===== config.mk =====
export PLATFORM = sky130hd
export DESIGN_NAME = port_change_irq
export DESIGN_NICKNAME = d
export VERILOG_FILES = /design/src/rtl/pcig_pkg.sv /design/src/rtl/pcig_sync.sv /design/src/rtl/pcig_port_track.sv /design/src/rtl/pcig_irq_out.sv /design/src/rtl/port_change_irq.sv
export SDC_FILE = /design/constraint.sdc
export NUM_CORES = 1
export LEC_CHECK = 0
export BUFFER_PORTS_ARGS = -buffer_cell sky130_fd_sc_hd__buf_4
export CAP_MARGIN = 30
export CORE_ASPECT_RATIO = 1.5
export CORE_MARGIN = 5
export CORE_UTILIZATION = 55
export DETAILED_ROUTE_END_ITERATION = 10
export PLACE_DENSITY = 0.78
export SYNTH_ARGS = -nofsm -noshare
export SYNTH_HDL_FRONTEND = slang
export SYNTH_SLANG_ARGS = --single-unit

===== constraint.sdc =====
create_clock -name clk -period 2.6 [get_ports clk]
set_input_delay 0.13 -clock clk [delete_from_list [all_inputs] [get_ports clk]]
set_output_delay 0.13 -clock clk [all_outputs]
set_load 0.005 [all_outputs]

===== src/rtl/pcig_pkg.sv =====
package pcig_pkg;

   localparam int unsigned PCIG_NUM_PORTS = 2;
   localparam int unsigned PCIG_SEL_W     = 1;

   typedef enum logic [PCIG_SEL_W-1:0] {
      PCIG_SEL_A = 1'b0,
      PCIG_SEL_B = 1'b1
   } pcig_sel_e;

   function automatic logic pcig_any(input logic [PCIG_NUM_PORTS-1:0] v);
      return |v;
   endfunction

endpackage


===== src/rtl/pcig_sync.sv =====
module pcig_sync #(
   parameter int unsigned WIDTH  = 8,
   parameter int unsigned STAGES = 2
) (
   input  logic             clk,
   input  logic [WIDTH-1:0] async_in,
   output logic [WIDTH-1:0] sync_out
);

   localparam int unsigned LAST = STAGES - 1;

   if (WIDTH < 1) begin : g_bad_width
      $error("pcig_sync: WIDTH must be at least 1");
   end
   if (STAGES < 2) begin : g_bad_stages
      $error("pcig_sync: STAGES must be at least 2");
   end

   logic [WIDTH-1:0] stage_q [STAGES];

   always_ff @(posedge clk) begin
      stage_q[0] <= async_in;
   end

   for (genvar s = 1; s < STAGES; s++) begin : g_stage
      always_ff @(posedge clk) begin
         stage_q[s] <= stage_q[s-1];
      end
   end

   assign sync_out = stage_q[LAST];

endmodule


===== src/rtl/pcig_port_track.sv =====
module pcig_port_track #(
   parameter int unsigned WIDTH = 8
) (
   input  logic             clk,
   input  logic             rst_n,
   input  logic [WIDTH-1:0] live,
   input  logic             rd_hit,
   output logic [WIDTH-1:0] snap,
   output logic [WIDTH-1:0] diff_bits,
   output logic             pend
);

   if (WIDTH < 1) begin : g_bad_width
      $error("pcig_port_track: WIDTH must be at least 1");
   end

   logic [WIDTH-1:0] snap_q;
   logic             load;

   // Reset reloads from the live value every cycle; afterwards only a read does.
   assign load = !rst_n || rd_hit;

   always_ff @(posedge clk) begin
      if (load) begin
         snap_q <= live;
      end
   end

   assign snap      = snap_q;
   assign diff_bits = live ^ snap_q;
   assign pend      = |diff_bits;

   // a read captures exactly the value present in the read cycle
   p_snap_capture_r2: assert property (@(posedge clk) disable iff (!rst_n)
      rd_hit |=> snap_q == $past(live));

   // without a read of this port the snapshot holds
   p_snap_hold_r3: assert property (@(posedge clk) disable iff (!rst_n)
      !rd_hit |=> $stable(snap_q));

   // right after a read this port is clear unless the input moved since
   p_read_clears_r2: assert property (@(posedge clk) disable iff (!rst_n)
      rd_hit |=> (pend == (live != $past(live))));

endmodule


===== src/rtl/pcig_irq_out.sv =====
module pcig_irq_out
   import pcig_pkg::*;
#(
   parameter bit REGISTERED = 1'b1
) (
   input  logic                      clk,
   input  logic                      rst_n,
   input  logic [PCIG_NUM_PORTS-1:0] port_pend,
   output logic                      int_oe
);

   logic any_pend;

   assign any_pend = pcig_any(port_pend);

   if (REGISTERED) begin : g_reg
      logic oe_q;

      always_ff @(posedge clk) begin
         if (!rst_n) begin
            oe_q <= 1'b0;
         end else begin
            oe_q <= any_pend;
         end
      end

      assign int_oe = oe_q;

      // any pending port drives the line at the following edge
      p_pend_pulls_r4: assert property (@(posedge clk) disable iff (!rst_n)
         any_pend |=> int_oe);

      // with nothing pending the line is released at the following edge
      p_release_r8: assert property (@(posedge clk) disable iff (!rst_n)
         !any_pend |=> !int_oe);

      // pending on consecutive cycles never yields a released cycle
      p_no_gap_r6: assert property (@(posedge clk) disable iff (!rst_n)
         (any_pend && $past(any_pend)) |=> (int_oe && $past(int_oe)));

      // first cycle after reset the line is released
      p_reset_idle_r1: assert property (@(posedge clk)
         $rose(rst_n) |-> !int_oe);
   end else begin : g_comb
      assign int_oe = rst_n && any_pend;
   end

endmodule


===== src/rtl/port_change_irq.sv =====
module port_change_irq
   import pcig_pkg::*;
#(
   parameter int unsigned PORT_W      = 8,
   parameter int unsigned SYNC_STAGES = 2,
   parameter bit          IRQ_FLOP    = 1'b1
) (
   input  logic              clk,
   input  logic              rst_n,
   input  logic [PORT_W-1:0] port_a_in,
   input  logic [PORT_W-1:0] port_b_in,
   input  logic              rd_stb,
   input  logic              rd_sel,
   output logic [PORT_W-1:0] rd_data,
   output logic              int_oe,
   output logic              int_lvl
);

   localparam int unsigned NPORT = PCIG_NUM_PORTS;

   if (PORT_W < 1 || PORT_W > 32) begin : g_bad_port_w
      $error("port_change_irq: PORT_W out of range 1..32");
   end
   if (SYNC_STAGES < 2) begin : g_bad_sync
      $error("port_change_irq: SYNC_STAGES must be at least 2");
   end

   logic [PORT_W-1:0] raw_in    [NPORT];
   logic [PORT_W-1:0] live      [NPORT];
   logic [PORT_W-1:0] snap      [NPORT];
   logic [PORT_W-1:0] diff_bits [NPORT];
   logic [NPORT-1:0]  rd_hit;
   logic [NPORT-1:0]  port_pend;
   pcig_sel_e         sel;

   assign raw_in[0] = port_a_in;
   assign raw_in[1] = port_b_in;
   assign sel       = pcig_sel_e'(rd_sel);

   for (genvar p = 0; p < NPORT; p++) begin : g_port
      pcig_sync #(
         .WIDTH  (PORT_W),
         .STAGES (SYNC_STAGES)
      ) u_sync (
         .clk      (clk),
         .async_in (raw_in[p]),
         .sync_out (live[p])
      );

      assign rd_hit[p] = rd_stb && (sel == pcig_sel_e'(p));

      pcig_port_track #(
         .WIDTH (PORT_W)
      ) u_track (
         .clk       (clk),
         .rst_n     (rst_n),
         .live      (live[p]),
         .rd_hit    (rd_hit[p]),
         .snap      (snap[p]),
         .diff_bits (diff_bits[p]),
         .pend      (port_pend[p])
      );
   end

   always_comb begin
      rd_data = '0;
      for (int p = 0; p < NPORT; p++) begin
         if (rd_hit[p]) begin
            rd_data = live[p];
         end
      end
   end

   pcig_irq_out #(
      .REGISTERED (IRQ_FLOP)
   ) u_irq (
      .clk       (clk),
      .rst_n     (rst_n),
      .port_pend (port_pend),
      .int_oe    (int_oe)
   );

   assign int_lvl = 1'b0;

   // at most one port is read per cycle
   p_one_hit_r3: assert property (@(posedge clk) disable iff (!rst_n)
      $onehot0(rd_hit));

   // the value returned equals the snapshot it leaves behind
   p_data_matches_snap_r9: assert property (@(posedge clk) disable iff (!rst_n)
      rd_stb |=> snap[$past(rd_sel)] == $past(rd_data));

   // reset forces the line released
   p_reset_quiet_r1: assert property (@(posedge clk)
      !rst_n |-> !int_oe || $past(rst_n));

endmodule


==> results.yml <==
setup_path:
  ff2ff_setup_slack_ns: 1.38
  critPathLaunchType: "flip-flop"
  cp.arrival_ns: 1.40
  critPathMaxFanout: 1
  crit_path_end_kind: "flip-flop"
  cp.required_ns: 2.78
  critPathKind: "reg2reg"
yosys:
  synth_edf_count: 16
  synthMuxAreaShare_pct: 5.48
  yosysSeqAreaShare_pct: 78.1
  synth_top_family_by_area: "XOR/XNOR gates"
  synth.top_cells.by_area: "dfxtp_1, edfxtp_1, xnor2_1"
  ys.flop_type: "dfxtp_1"
  yosysUniqueCellTypes: 13
  synthesis.nets: 113
  synthXorXnorAreaFrac_pct: 9.60
  yosysWarningCount: 0
  async_flop_share_pct: 0
  synth-compound-area-share_pct: 1.11
  syn_area_per_cell_um2: 15.7
  yosysMostFrequentCell: "dfxtp_1"
  synth_top_cell_by_area: "dfxtp_1"
  synthesis.area_um2: 1460
  yosys.area_share.simple_pct: 4.28
  synthAdderAreaFrac_pct: 0
  ys_ff_latch: 49
  yosysTopAreaCellShare_pct: 45.2
  synthTopCellsByCount: "dfxtp_1, edfxtp_1, xnor2_1, mux2i_1, nor2_1"
  syn_inst: 93
cells_and_area:
  drive_gt1_share_pct: 25.0
  instances_no_fill: 181
  diodes: 0
  nNetsFinal: 163
  syn_to_final_growth_pct: 35.8
clocking:
  cts.sink_count: 49
  htree_levels: 2
  cts-buffers-inserted: 5
  cts_setup_buffers: 0
  path_clk_slew_ns: 0.08
  cts_tree: "built"
  cts_resized: 0
  clk_latency_ns: 0.29
  clockRootBuffer: "clkbuf_8"
  cts.path.max_buffers: 2
placed_design:
  numPlacedInstances: 157
  io_buffers: 28
  hpwlAfterDp_um: 1760
  gp_congestion: 0.685
global_routing:
  antenna_found_initial: 0
  grt_pass1_wl_um: 4280
  grt_max_degree: 15
  grt_pass1_vias: 924
  grt_use_total_pct: 16.5
  gr-total-overflow: 0
pwr:
  vdd_drop_max_uv: 496
  p_leak_uw: 0.000814
  finalPower_uw: 1480
  power_density_nw_per_um2: 744
outcome:
  status: "completed"
route:
  drtIter0Drc: 7
  first_pass_iters: 2
  vias_per_cell: 4.66
  wire_per_inst_um: 14.9
  dr_total_vias: 844
  postRouteWirelength_um: 2690
  drc: 0
  postRouteAntennaNets: 0
timing:
  rsz0062_at_grt: "false"
  fin_skew_ns: 0.00240
  max_freq_ghz: 0.820
  hold_viol: 0
  finalSetupViolCount: 0
  fin_crit_ns: 1.22
  fin_crit_sh_pct: 46.9
  setup_tns_ns: 0
  drv_slew: 0
die:
  io_pins: 30
  die_h_um: 73.1
  core_area_um2: 2620
  dieArea_um2: 3810
  initial_core_util_pct: 55.8
  die_w_um: 52.1
  rows: 23
job:
  cap_viol_max_count: 0
hold_path:
  hp-class: "in2reg"
timing repair:
action	CTS	global route
endpoints found under the setup margin	0	0
hold buffers	16	0
hold endpoints to repair	16	0
worst max-delay path, stage by stage, from the launching register on:
cell and delay (ns):
edfxtp_1 0.39, xnor2_1 0.16, nand4_1 0.12, o41a_1 0.43
placed cells by master, fill, tap and decap left out, drive strengths merged:
| cell | count |
|---|---|
| buf | 29 |
| edfxtp | 16 |
| conb | 1 |
| dlygate4sd3 | 16 |
| nor2 | 8 |
| o41a | 1 |
| xnor2 | 16 |
| dfxtp | 33 |
| nand2 | 2 |
| nand4 | 4 |
| clkinv | 1 |
| o21ai | 1 |
| mux2i | 8 |
| clkbuf | 8 |
routing by layer:
metal  GRT usage, %  routed length, µm
met3           4.91                128
met2           30.1               1560
met4           11.1                115
met1           14.9                889
met5              0                  0
through the flow:
step           instance area (µm²)  worst slack [ns]  utilization (%)  hold slack, ns
6_report                      1980              1.38             75.7          0.0915
5_1_grt                       1980              1.29             75.7          0.0898
4_1_cts                       1980              1.36             75.7          0.0806
3_5_place_dp                  1710              1.38             65.4           0.236
3_3_place_gp                  1710              1.41             65.4           0.234
2_1_floorplan                 1460              1.24                -           0.158
flip-flops by register name, indices dropped and copies added, names as in the netlist:
signal	cells
u_irq.int_oe	1
g_port.u_track.snap	16
g_port.u_sync.stage_q	32
final cells by class:
| type | count | area [µm²] |
|---|---|---|
| sequential | 49 | 1140 |
| fill | 164 | 636 |
| timing repair buffer | 45 | 378 |
| multi-input combinational | 41 | 303 |
| clock buffer | 8 | 111 |
| tap | 37 | 46.3 |
| inverter | 1 | 3.75 |
worst paths after layout:
kind                                               start                                      end  cells past startpoint
hold reg to reg   g_port[0].u_sync.stage_q[0][6]$_DFF_P_  g_port[0].u_sync.stage_q[0][14]$_DFF_P_                      0
hold / removal                                     rst_n                  u_irq.int_oe$_SDFF_PN0_                      2
setup / recovery     g_port[1].u_track.snap[6]$_DFFE_PP_                  u_irq.int_oe$_SDFF_PN0_                      3
setup reg to reg     g_port[1].u_track.snap[6]$_DFFE_PP_                  u_irq.int_oe$_SDFF_PN0_                      3
power by group:
group / switching (µW) / leakage [µW] / internal, µW / total, µW
combinational: 42.2 / 0.000319 / 73.6 / 116
sequential: 24.2 / 0.000438 / 839 / 863
clock: 223 / 0.0000566 / 274 / 498
cells by family after synthesis:
family	after synthesis
AOI/OAI and AO/OA	2
buffers and inverters	3
xor gates and xnor gates	16
DFF	49
muxes	8
and+or+nand+nor	14
other	1
Note: power is estimated with default switching activity, not from simulation.
